`src/rtl/occ_pkg.sv`:
```
package occ_pkg;
  typedef enum logic {
    PH_CLEAR = 1'b0,
    PH_RUN   = 1'b1
  } occ_phase_e;
endpackage

```
`src/rtl/occ_bank_ram.sv`:
```
module occ_bank_ram #(
  parameter int AW = 6,
  parameter int DW = 5
) (
  input  logic          clk,
  input  logic [AW-1:0] rd_addr,
  output logic [DW-1:0] rd_data,
  input  logic          wr_en,
  input  logic [AW-1:0] wr_addr,
  input  logic [DW-1:0] wr_data
);
  localparam int DEPTH = 1 << AW;

  logic [DW-1:0] mem [DEPTH];

  // read-before-write on a shared address
  always_ff @(posedge clk) begin
    rd_data <= mem[rd_addr];
    if (wr_en) mem[wr_addr] <= wr_data;
  end
endmodule

```
`src/rtl/occ_accum.sv`:
```
module occ_accum #(
  parameter int AW = 6,
  parameter int CW = 5
) (
  input  logic          clk,
  input  logic          rst_n,
  input  logic          flush,
  input  logic          take,
  input  logic [AW-1:0] in_addr,
  input  logic          in_bank,
  input  logic [CW-1:0] rd_data,
  output logic          s1_bank,
  output logic          wr_en,
  output logic [AW-1:0] wr_addr,
  output logic          wr_bank,
  output logic [CW-1:0] wr_data
);
  localparam logic [CW-1:0] CMAX = '1;

  logic          s1_vld_q, s1_vld_n;
  logic [AW-1:0] s1_addr_q, s1_addr_n;
  logic          s1_bank_q, s1_bank_n;
  logic          lw_vld_q, lw_vld_n;
  logic [AW-1:0] lw_addr_q, lw_addr_n;
  logic          lw_bank_q, lw_bank_n;
  logic [CW-1:0] lw_data_q, lw_data_n;
  logic          fwd_hit;
  logic [CW-1:0] base;

  always_comb begin
    // last cycle's write is not yet visible in the read data
    fwd_hit = lw_vld_q && (lw_addr_q == s1_addr_q) && (lw_bank_q == s1_bank_q);
    base    = fwd_hit ? lw_data_q : rd_data;
    wr_data = (base == CMAX) ? base : base + 1'b1;
    wr_en   = s1_vld_q;
    wr_addr = s1_addr_q;
    wr_bank = s1_bank_q;
    s1_bank = s1_bank_q;

    s1_vld_n  = take && !flush;
    s1_addr_n = s1_addr_q;
    s1_bank_n = s1_bank_q;
    if (take) begin
      s1_addr_n = in_addr;
      s1_bank_n = in_bank;
    end
    lw_vld_n  = s1_vld_q && !flush;
    lw_addr_n = s1_addr_q;
    lw_bank_n = s1_bank_q;
    lw_data_n = wr_data;
  end

  always_ff @(posedge clk or negedge rst_n) begin
    if (!rst_n) begin
      s1_vld_q  <= 1'b0;
      s1_addr_q <= '0;
      s1_bank_q <= 1'b0;
      lw_vld_q  <= 1'b0;
      lw_addr_q <= '0;
      lw_bank_q <= 1'b0;
      lw_data_q <= '0;
    end else begin
      s1_vld_q  <= s1_vld_n;
      s1_addr_q <= s1_addr_n;
      s1_bank_q <= s1_bank_n;
      lw_vld_q  <= lw_vld_n;
      lw_addr_q <= lw_addr_n;
      lw_bank_q <= lw_bank_n;
      lw_data_q <= lw_data_n;
    end
  end
endmodule

```
`src/rtl/occ_seq.sv`:
```
module occ_seq
  import occ_pkg::*;
#(
  parameter int NBINS = 64,
  parameter int FRAME = 128,
  parameter int FW    = 8
) (
  input  logic                     clk,
  input  logic                     rst_n,
  input  logic                     spec_clr,
  input  logic                     in_valid,
  input  logic                     frm_req,
  input  logic [FW-1:0]            frm_count,
  output logic                     take,
  output logic                     acc_bank,
  output logic                     clr_busy,
  output logic [$clog2(NBINS)-1:0] clr_addr,
  output logic                     ro_on,
  output logic [$clog2(NBINS)-1:0] ro_addr,
  output logic                     ro_bank,
  output logic                     out_valid,
  output logic                     out_last,
  output logic                     out_bank
);
  localparam int AW = $clog2(NBINS);
  localparam int SW = $clog2(FRAME);
  localparam logic [AW-1:0] ALAST = AW'(NBINS - 1);
  localparam logic [SW-1:0] SLAST = SW'(FRAME - 1);

  occ_phase_e    phase_q, phase_n;
  logic [AW-1:0] clr_addr_q, clr_addr_n;
  logic [SW-1:0] smp_q, smp_n;
  logic          acc_bank_q, acc_bank_n;
  logic          pend_q, pend_n;
  logic          pend_bank_q, pend_bank_n;
  logic          ro_on_q, ro_on_n;
  logic [AW-1:0] ro_addr_q, ro_addr_n;
  logic          ro_bank_q, ro_bank_n;
  logic          ro_emit_q, ro_emit_n;
  logic [FW-1:0] credit_q, credit_n;
  logic          ov_q, ov_n;
  logic          ol_q, ol_n;
  logic          ob_q, ob_n;
  logic          wrap;

  always_comb begin
    phase_n     = phase_q;
    clr_addr_n  = clr_addr_q;
    smp_n       = smp_q;
    acc_bank_n  = acc_bank_q;
    ro_on_n     = ro_on_q;
    ro_addr_n   = ro_addr_q;
    ro_bank_n   = ro_bank_q;
    ro_emit_n   = ro_emit_q;
    credit_n    = credit_q;

    take = in_valid && (phase_q == PH_RUN) && !spec_clr;
    wrap = take && (smp_q == SLAST);

    if (phase_q == PH_CLEAR) begin
      clr_addr_n = clr_addr_q + 1'b1;
      if (clr_addr_q == ALAST) phase_n = PH_RUN;
    end

    if (take) begin
      smp_n = wrap ? '0 : smp_q + 1'b1;
      if (wrap) acc_bank_n = !acc_bank_q;
    end
    // readout waits one cycle so the frame's final write has landed
    pend_n      = wrap;
    pend_bank_n = acc_bank_q;

    ov_n = 1'b0;
    ol_n = 1'b0;
    ob_n = ro_bank_q;
    if (ro_on_q) begin
      ov_n      = ro_emit_q;
      ol_n      = ro_emit_q && (ro_addr_q == ALAST);
      ro_addr_n = ro_addr_q + 1'b1;
      if (ro_addr_q == ALAST) ro_on_n = 1'b0;
    end
    if (pend_q) begin
      ro_on_n   = 1'b1;
      ro_addr_n = '0;
      ro_bank_n = pend_bank_q;
      ro_emit_n = (credit_q != '0);
      if (credit_q != '0) credit_n = credit_q - 1'b1;
    end
    if (frm_req) credit_n = frm_count;

    if (spec_clr) begin
      phase_n    = PH_CLEAR;
      clr_addr_n = '0;
      smp_n      = '0;
      acc_bank_n = 1'b0;
      pend_n     = 1'b0;
      ro_on_n    = 1'b0;
      credit_n   = '0;
      ov_n       = 1'b0;
      ol_n       = 1'b0;
    end
  end

  always_ff @(posedge clk or negedge rst_n) begin
    if (!rst_n) begin
      phase_q     <= PH_CLEAR;
      clr_addr_q  <= '0;
      smp_q       <= '0;
      acc_bank_q  <= 1'b0;
      pend_q      <= 1'b0;
      pend_bank_q <= 1'b0;
      ro_on_q     <= 1'b0;
      ro_addr_q   <= '0;
      ro_bank_q   <= 1'b0;
      ro_emit_q   <= 1'b0;
      credit_q    <= '0;
      ov_q        <= 1'b0;
      ol_q        <= 1'b0;
      ob_q        <= 1'b0;
    end else begin
      phase_q     <= phase_n;
      clr_addr_q  <= clr_addr_n;
      smp_q       <= smp_n;
      acc_bank_q  <= acc_bank_n;
      pend_q      <= pend_n;
      pend_bank_q <= pend_bank_n;
      ro_on_q     <= ro_on_n;
      ro_addr_q   <= ro_addr_n;
      ro_bank_q   <= ro_bank_n;
      ro_emit_q   <= ro_emit_n;
      credit_q    <= credit_n;
      ov_q        <= ov_n;
      ol_q        <= ol_n;
      ob_q        <= ob_n;
    end
  end

  assign acc_bank  = acc_bank_q;
  assign clr_busy  = (phase_q == PH_CLEAR);
  assign clr_addr  = clr_addr_q;
  assign ro_on     = ro_on_q;
  assign ro_addr   = ro_addr_q;
  assign ro_bank   = ro_bank_q;
  assign out_valid = ov_q;
  assign out_last  = ol_q;
  assign out_bank  = ob_q;
endmodule

```
`src/rtl/occ_hist_top.sv`:
```
module occ_hist_top #(
  parameter int NPTS  = 8,
  parameter int NLVL  = 8,
  parameter int ITERS = 16,
  parameter int CNT_W = 5,
  parameter int FRM_W = 8
) (
  input  logic                    clk,
  input  logic                    rst_n,
  input  logic                    spec_clr,
  input  logic                    in_valid,
  input  logic [$clog2(NPTS)-1:0] in_point,
  input  logic [$clog2(NLVL)-1:0] in_level,
  input  logic                    frm_req,
  input  logic [FRM_W-1:0]        frm_count,
  output logic                    out_valid,
  output logic [CNT_W-1:0]        out_count,
  output logic                    out_last
);
  localparam int NBINS = NPTS * NLVL;
  localparam int FRAME = NPTS * ITERS;
  localparam int AW    = $clog2(NBINS);

  logic [1:0]       rst_pipe;
  logic             rst_int;
  logic [AW-1:0]    in_addr;
  logic             take, acc_bank, clr_busy, ro_on, ro_bank, out_bank;
  logic [AW-1:0]    clr_addr, ro_addr;
  logic             acc_s1_bank, acc_we, acc_wbank;
  logic [AW-1:0]    acc_waddr;
  logic [CNT_W-1:0] acc_wdata, acc_rdata;
  logic [AW-1:0]    bk_raddr [2];
  logic [CNT_W-1:0] bk_rdata [2];
  logic             bk_we    [2];
  logic [AW-1:0]    bk_waddr [2];
  logic [CNT_W-1:0] bk_wdata [2];

  always_ff @(posedge clk or negedge rst_n) begin
    if (!rst_n) rst_pipe <= 2'b00;
    else        rst_pipe <= {rst_pipe[0], 1'b1};
  end
  assign rst_int = rst_pipe[1];

  // point-major linear index: levels of one point are adjacent
  assign in_addr = {in_point, in_level};

  occ_seq #(.NBINS(NBINS), .FRAME(FRAME), .FW(FRM_W)) u_seq (
    .clk(clk), .rst_n(rst_int), .spec_clr(spec_clr), .in_valid(in_valid),
    .frm_req(frm_req), .frm_count(frm_count), .take(take),
    .acc_bank(acc_bank), .clr_busy(clr_busy), .clr_addr(clr_addr),
    .ro_on(ro_on), .ro_addr(ro_addr), .ro_bank(ro_bank),
    .out_valid(out_valid), .out_last(out_last), .out_bank(out_bank)
  );

  occ_accum #(.AW(AW), .CW(CNT_W)) u_acc (
    .clk(clk), .rst_n(rst_int), .flush(spec_clr), .take(take),
    .in_addr(in_addr), .in_bank(acc_bank), .rd_data(acc_rdata),
    .s1_bank(acc_s1_bank), .wr_en(acc_we), .wr_addr(acc_waddr),
    .wr_bank(acc_wbank), .wr_data(acc_wdata)
  );

  assign acc_rdata = bk_rdata[acc_s1_bank];
  assign out_count = bk_rdata[out_bank];

  for (genvar b = 0; b < 2; b++) begin : g_bank
    logic ro_here;
    assign ro_here     = ro_on && (ro_bank == 1'(b));
    assign bk_raddr[b] = ro_here ? ro_addr : in_addr;
    assign bk_we[b]    = clr_busy || ro_here || (acc_we && (acc_wbank == 1'(b)));
    assign bk_waddr[b] = clr_busy ? clr_addr : (ro_here ? ro_addr : acc_waddr);
    assign bk_wdata[b] = (clr_busy || ro_here) ? '0 : acc_wdata;

    occ_bank_ram #(.AW(AW), .DW(CNT_W)) u_ram (
      .clk(clk), .rd_addr(bk_raddr[b]), .rd_data(bk_rdata[b]),
      .wr_en(bk_we[b]), .wr_addr(bk_waddr[b]), .wr_data(bk_wdata[b])
    );
  end
endmodule

```
`config.mk`:
```
export PLATFORM = sky130hd
export DESIGN_NAME = occ_hist_top
export DESIGN_NICKNAME = d
export VERILOG_FILES = /design/src/rtl/occ_pkg.sv /design/src/rtl/occ_bank_ram.sv /design/src/rtl/occ_accum.sv /design/src/rtl/occ_seq.sv /design/src/rtl/occ_hist_top.sv
export SDC_FILE = /design/constraint.sdc
export NUM_CORES = 1
export LEC_CHECK = 0
export ABC_AREA = 1
export BUFFER_PORTS_ARGS = -buffer_cell sky130_fd_sc_hd__buf_2
export CAP_MARGIN = 20
export CORE_ASPECT_RATIO = 1.25
export CORE_MARGIN = 2
export CORE_UTILIZATION = 35
export DETAILED_ROUTE_END_ITERATION = 16
export GPL_TIMING_DRIVEN = 0
export PLACE_DENSITY = 0.56
export RECOVER_POWER = 100
export SLEW_MARGIN = 25
export SYNTH_ARGS = -nofsm -noshare
export SYNTH_HDL_FRONTEND = slang
export SYNTH_HIERARCHICAL = 1
export SYNTH_SLANG_ARGS = --single-unit
```
`constraint.sdc`:
```
create_clock -name clk -period 2.2 [get_ports clk]
set_input_delay 0.22 -clock clk [delete_from_list [all_inputs] [get_ports clk]]
set_output_delay 0.22 -clock clk [all_outputs]
set_load 0.02 [all_outputs]
```
== Yosys cells after proc, flatten, opt, wreduce, memory -nomap -nowiden ==
Memory sizes are Yosys's and may differ from the RTL's. A register that Yosys moved wholly into a read port is not among the register bits.
Index checks and enable logic that the tools add are counted.

* Register bits: 60
* Output and inout bits: 7
* Memory bits (writable): 640
* Memories: 2

* Reductions and logical operators: 26
* Bitwise gates (word level): 5
* $lt $le $gt $ge: 2
* Add/sub/neg operators: 5
* Muxes and demuxes: 46
* Equality and inequality tests: 7

{| class="wikitable"
|+ Memory list
! name !! depth !! bits a word !! rd ports !! clocked after memory_dff !! wr ports !! RTL line !! source
|-
| g_bank[0].u_ram.mem || 64 || 5 || 1 || 1 || 1 || occ_bank_ram.sv:14 || <nowiki>logic [DW-1:0] mem [DEPTH];</nowiki>
|-
| g_bank[1].u_ram.mem || 64 || 5 || 1 || 1 || 1 || occ_bank_ram.sv:14 ||
|}

{| class="wikitable"
|+ Operators by type and width
! operator !! count
|-
| $mux W6 || 10
|-
| $mux W5 || 10
|-
| $mux W8 || 4
|-
| $mux W7 || 3
|-
| $mux W1 || 19
|-
| $add A6 B1 Y6 const B || 2
|-
| $eq A6 B6 Y1 const B || 2
|-
| $logic_and A1 B1 Y1 || 12
|-
| $reduce_bool A8 Y1 || 1
|-
| $sub A8 B1 Y8 const B || 1
|-
| $add A7 B1 Y7 const B || 1
|-
| $eq A7 B7 Y1 const B || 1
|-
| $eq A6 B6 Y1 || 1
|-
| $reduce_bool A2 Y1 || 3
|-
| $reduce_bool A3 Y1 || 2
|-
| $add A5 B1 Y5 const B || 1
|-
| $eq A5 B5 Y1 const B || 1
|-
| $ge A2 B2 Y1 const B || 2
|-
| $logic_or A1 B1 Y1 || 4
|-
| $not A1 Y2 || 2
|-
| $reduce_and A2 Y1 || 2
|-
| $not A1 Y1 || 3
|-
| $logic_not A1 Y1 || 2
|-
| $ne A2 B2 Y1 const B || 1
|-
| $eq A1 B1 Y1 || 1
|}

== Logic depth before layout (Yosys ltp) ==
* Word-level depth: 8
* Gate-level depth with buffers: 17
* Mapped depth without buffers: 17

== Modules after synthesis ==
The synthesis kept the hierarchy.

{| class="wikitable"
|+ By module, submodules not included
! module !! area each (um2) !! sequential area each (um2) !! cells each !! instances
|-
| occ_bank_ram || 13387.8 || 9709.3 || 1162 || 2
|-
| occ_seq || 1921.8 || 925.9 || 236 || 1
|-
| occ_accum || 1029.7 || 525.5 || 120 || 1
|-
| occ_hist_top || 784.5 || 50.0 || 135 || 1
|}

== Worst setup path after synthesis ==
OpenSTA, ideal clock, no wires.

* Path kind: reg2reg
* Start point: register u_acc.s1_addr_q[3], in the netlist u_acc/wr_addr[3]
* End point: memory g_bank[1].u_ram.mem[0][2] (data pin)
* Buffers on the path: 0
* Cell stages (with the launch flop): 13
* Required time: 1.701 ns
* Arrival time: 3.191 ns
* Slack: -1.490 ns
* Cell sequence: dfrtp_1 > xnor2_1 > nand2_2 > nor2_8 > nand2_4 > nand2_1 > nand2_1 > ha_1 > inv_1 > nor2_8 > o21ai_1 > inv_1 > nor2_1

{| class="wikitable"
|+ RTL lines
! item !! RTL line !! source
|-
| from (decl) || occ_accum.sv:21 || <nowiki>logic [AW-1:0] s1_addr_q, s1_addr_n;</nowiki>
|-
| from (signal assigned) || occ_accum.sv:64 || <nowiki>s1_addr_q <= s1_addr_n;</nowiki>
|-
| to (decl) || occ_bank_ram.sv:14 ||
|}

==> results.sh <==
export IMPL_die_w_um=268
export IMPL_drt_pre_antenna_iters=5
export IMPL_routedWlPerCell_um=22.2
export IMPL_core_sq_mm=0.0867
export IMPL_dieArea_sq_mm=0.0896
export IMPL_critPathKind="flip-flop to flip-flop"
export IMPL_drtIter0Drc=2031
export IMPL_grt_pass1_wl_um=136000
export IMPL_synth_main_ff_cell="edfxtp_1"
export IMPL_drtAntennaViolNets=0
export IMPL_yosysUniqueCellTypes=45
export IMPL_synth_area_leaders="edfxtp_1 63%, nand2_1 12%, nand3_1 9.9%, dfrtp_1 4.9%, nor2_1 1.9%"
export IMPL_netlist_area_sq_mm=0.0305
export IMPL_start_kind="flip-flop"
export IMPL_start_util=0.352
export IMPL_io_pins=26
export IMPL_crit_path_max_fanout=10
export IMPL_setup_violations=1208
export IMPL_worstPathCellList="inv_4, nand2_4, inv_2, buf_6, o21ai_2, buf_6, buf_6, buf_4, nand2_1, nand3_1, nand3_2, nand2_1, nand2_1, nand3_1, nand3_1, nand2_2"
export IMPL_layout_commonest_cell="nand2_1"
export IMPL_rr_startpoint="u_seq/ro_bank"
export IMPL_syn_num_nets=2840
export IMPL_grt_overflow_total=0
export IMPL_synth_adder_area_share=0.00246
export IMPL_clkTransAtPathRegs_ns=0.06
export IMPL_violations="setup timing"
export IMPL_htree_levels=3
export IMPL_hold_viol=0
export IMPL_end_kind="flip-flop"
export IMPL_worstRegToRegCells=16
export IMPL_vias=22357
export IMPL_clock_sinks=710
export IMPL_cp_data_required_time_ns=2.73
export IMPL_clockRootBuffer="clkbuf_16"
export IMPL_cp_num_buf_inv=6
export IMPL_routed_via_density=5.16
export IMPL_synth_enable_flop_cells=640
export IMPL_path_delay_family="simple AND/OR/NAND/NOR gates"
export IMPL_async_flop_share=0.0845
export IMPL_avgSynthCellArea_sq_um=10.8
export IMPL_area_growth_pct=28.6
export IMPL_ff2ff_setup_slack_ns=-0.44
export IMPL_r2r_end="g_bank[0].u_ram/rd_data[1]"
export IMPL_rows=121
export IMPL_ir_drop_uv=711
export IMPL_max_freq_mhz=378
export IMPL_hold_start="frm_count[7]"
export IMPL_drt_drc_violations_left=0
export IMPL_powerDensity_mw_per_mm2=748
export IMPL_drive_gt1_frac=0.233
export IMPL_clockBufferDepth=3
export IMPL_synth_area_leader_cell="edfxtp_1"
export IMPL_dp_cells=4034
export IMPL_dp_hpwl_um=61300
export IMPL_stdcell_area_sq_mm=0.0392
export IMPL_layout_setup_ws_ns=-0.444
export IMPL_dpl_worst_slack_ns=-1.15
export IMPL_clkLatencyLatePin_ns=0.61
export IMPL_whs_endpoint="u_seq/credit_q[7]"
export IMPL_period_share=1.20
export IMPL_skew_ns=0.0313
export IMPL_first_global_vias=21425
export IMPL_synth_xor_area_frac=0.000861
export IMPL_place_congestion=0.928
export IMPL_diodes=0
export IMPL_final_cell_mix="918 x nand2_1, 640 x edfxtp_1, 553 x nand3_1, 104 x clkbuf_16, 102 x buf_4"
export IMPL_cp_slowest_cell="dfrtp_1"
export IMPL_ys_seq_elements=710
export IMPL_grt_start_max_net_pins=43
export IMPL_timing_final_crit_period_ns=2.64
export IMPL_portBuffers=25
export IMPL_tightest_slew_ns=0.837
export IMPL_fin_nets=3134
export IMPL_cts_tree="built"
export IMPL_hold_slack_ns=0.0371
export IMPL_status="finished, violations left"
export IMPL_synth_top_area_share=0.630
export IMPL_drv_cap=0
export IMPL_rsz0062_at_grt="true"
export IMPL_relSlewSlack=0.442
export IMPL_instances_no_fill=4332
export IMPL_worstPathArrival_ns=3.17
export IMPL_netlist_instances=2815
export IMPL_critPathMaxStageDelay_ns=0.59
export IMPL_finalMaxSlewViolations=0
export IMPL_hp_class="primary input to flip-flop"
export IMPL_antenna_found_initial=0
export IMPL_finalWirelength_um=96000
export IMPL_grt_usage=0.205
export IMPL_synthMuxAreaShare=0
export IMPL_die_y_um=334
export IMPL_min_path_cells=4
export IMPL_cts_buffers_inserted=74
export IMPL_synth_compound_area_share=0.0124
export IMPL_yosys_area_share_simple=0.257
export IMPL_p_leak_nw=14.4
export IMPL_synth_seq_area_share=0.686
export IMPL_yosysWarnings=6
export IMPL_synth_top_family_by_area="simple AND/OR/NAND/NOR gates"
export IMPL_power_mw=29.4
export IMPL_placed_area_sq_mm=0.0331
[metal layers]
metal / global-route usage / routed length, um / vias up / part of all wire
li1: - / - / 10406 / -
met1: 0.251 / 36700 / 10842 / 0.38
met2: 0.360 / 48700 / 872 / 0.51
met3: 0.0233 / 5770 / 237 / 0.060
met4: 0.0937 / 4840 / 0 / 0.050
met5: 0 / 0 / - / 0
[repair_timing]
| action | in CTS | in global routing |
|---|---|---|
| hold buffers | 19 | 0 |
| setup endpoints to repair | 1295 | 1276 |
| setup buffers | 95 | 20 |
| gates cloned | 12 | 30 |
| endpoints found under the hold margin | 21 | 0 |
| pin swaps | 52 | 19 |
| gates resized for setup | 368 | 122 |
[kinds of logic after synthesis]
logic type	after synthesis
other	1
adder cells (fa/ha/maj)	6
buffers and inverters	244
AO/OA/AOI/OAI	63
flip-flops	710
AND/OR/NAND/NOR	1788
XOR/XNOR	3
[state kept, by name, summed over array words and instances, names as in the netlist, 2 cells and up]
signal,flops
g_bank.u_ram/rd_data,10
u_acc/wr_addr,6
u_seq/credit_q,8
u_acc/lw_addr_q,6
u_seq/smp_q,7
u_seq/clr_addr,6
u_seq/ro_addr,6
u_acc/lw_data_q,5
g_bank.u_ram/mem,640
rst_pipe,2
[worst register-to-register path, cell delays in order, from the launching register on]
cell and delay (ns):
dfrtp_1 0.59, inv_4 0.11, nand2_4 0.13, inv_2 0.06, buf_6 0.14, o21ai_2 0.12
buf_6 0.17, buf_6 0.19, buf_4 0.21, nand2_1 0.07, nand3_1 0.10, nand3_2 0.12
nand2_1 0.13, nand2_1 0.06, nand3_1 0.09, nand3_1 0.12, nand2_2 0.13
[layout make-up]
class	count	area, sq um
Fill cell	7759	47500
Sequential cell	710	20900
Multi-Input combinational cell	1863	9860
Timing Repair Buffer	222	3080
Clock buffer	95	1970
Tap cell	1168	1460
Buffer	147	1210
Inverter	91	437
Clock inverter	36	288
[where the power goes]
part | switching [mW] | internal [mW] | total, mW
Combinational | 1.82 | 0.882 | 2.71
Clock | 5.08 | 6.80 | 11.9
Sequential | 0.104 | 14.7 | 14.8
Total | 7.01 | 22.4 | 29.4
[synth_stat cells (3+ instances only)]
master and number:
nand2_1 939, edfxtp_1 640, nand3_1 602, nor2_1 154, inv_1 75, buf_2 66, dfrtp_1 60, clkbuf_1 41
nand4_1 29, buf_6 27, o21ai_0 25, nor4_1 16, o21ai_2 13, a21oi_1 10, buf_1 10, dfxtp_1 10
inv_2 10, nand3_2 10, nor3_1 9, o21ai_1 9, buf_4 6, ha_1 6, nand2_2 6, nand2_4 6
nor2_2 5, inv_4 3, nand3_4 3, nor2_4 3
[metrics by stage]
| step | utilization | TNS (ns) |
|---|---|---|
| floorplan | - | -187.13 |
| global placement | 0.373 | -1481.34 |
| detailed placement | 0.381 | -915.50 |
| CTS | 0.439 | -194.75 |
| global route | 0.452 | -407.34 |
| finish | 0.452 | -259.86 |
[worst max path at each step]
stage                       start                         end  depth (start not counted)
floorplan           u_acc/s1_bank   g_bank[0].u_ram/mem[0][0]                         16
global placement    u_acc/s1_bank  g_bank[1].u_ram/mem[11][0]                         16
detailed placement  u_seq/phase_q  g_bank[0].u_ram/mem[36][4]                         10
CTS                 u_acc/s1_bank  g_bank[0].u_ram/mem[40][0]                         18
global route        u_acc/s1_bank  g_bank[0].u_ram/mem[50][0]                         17
finish              u_seq/ro_bank  g_bank[0].u_ram/rd_data[1]                         16
Power figures use the tool's default switching activity.
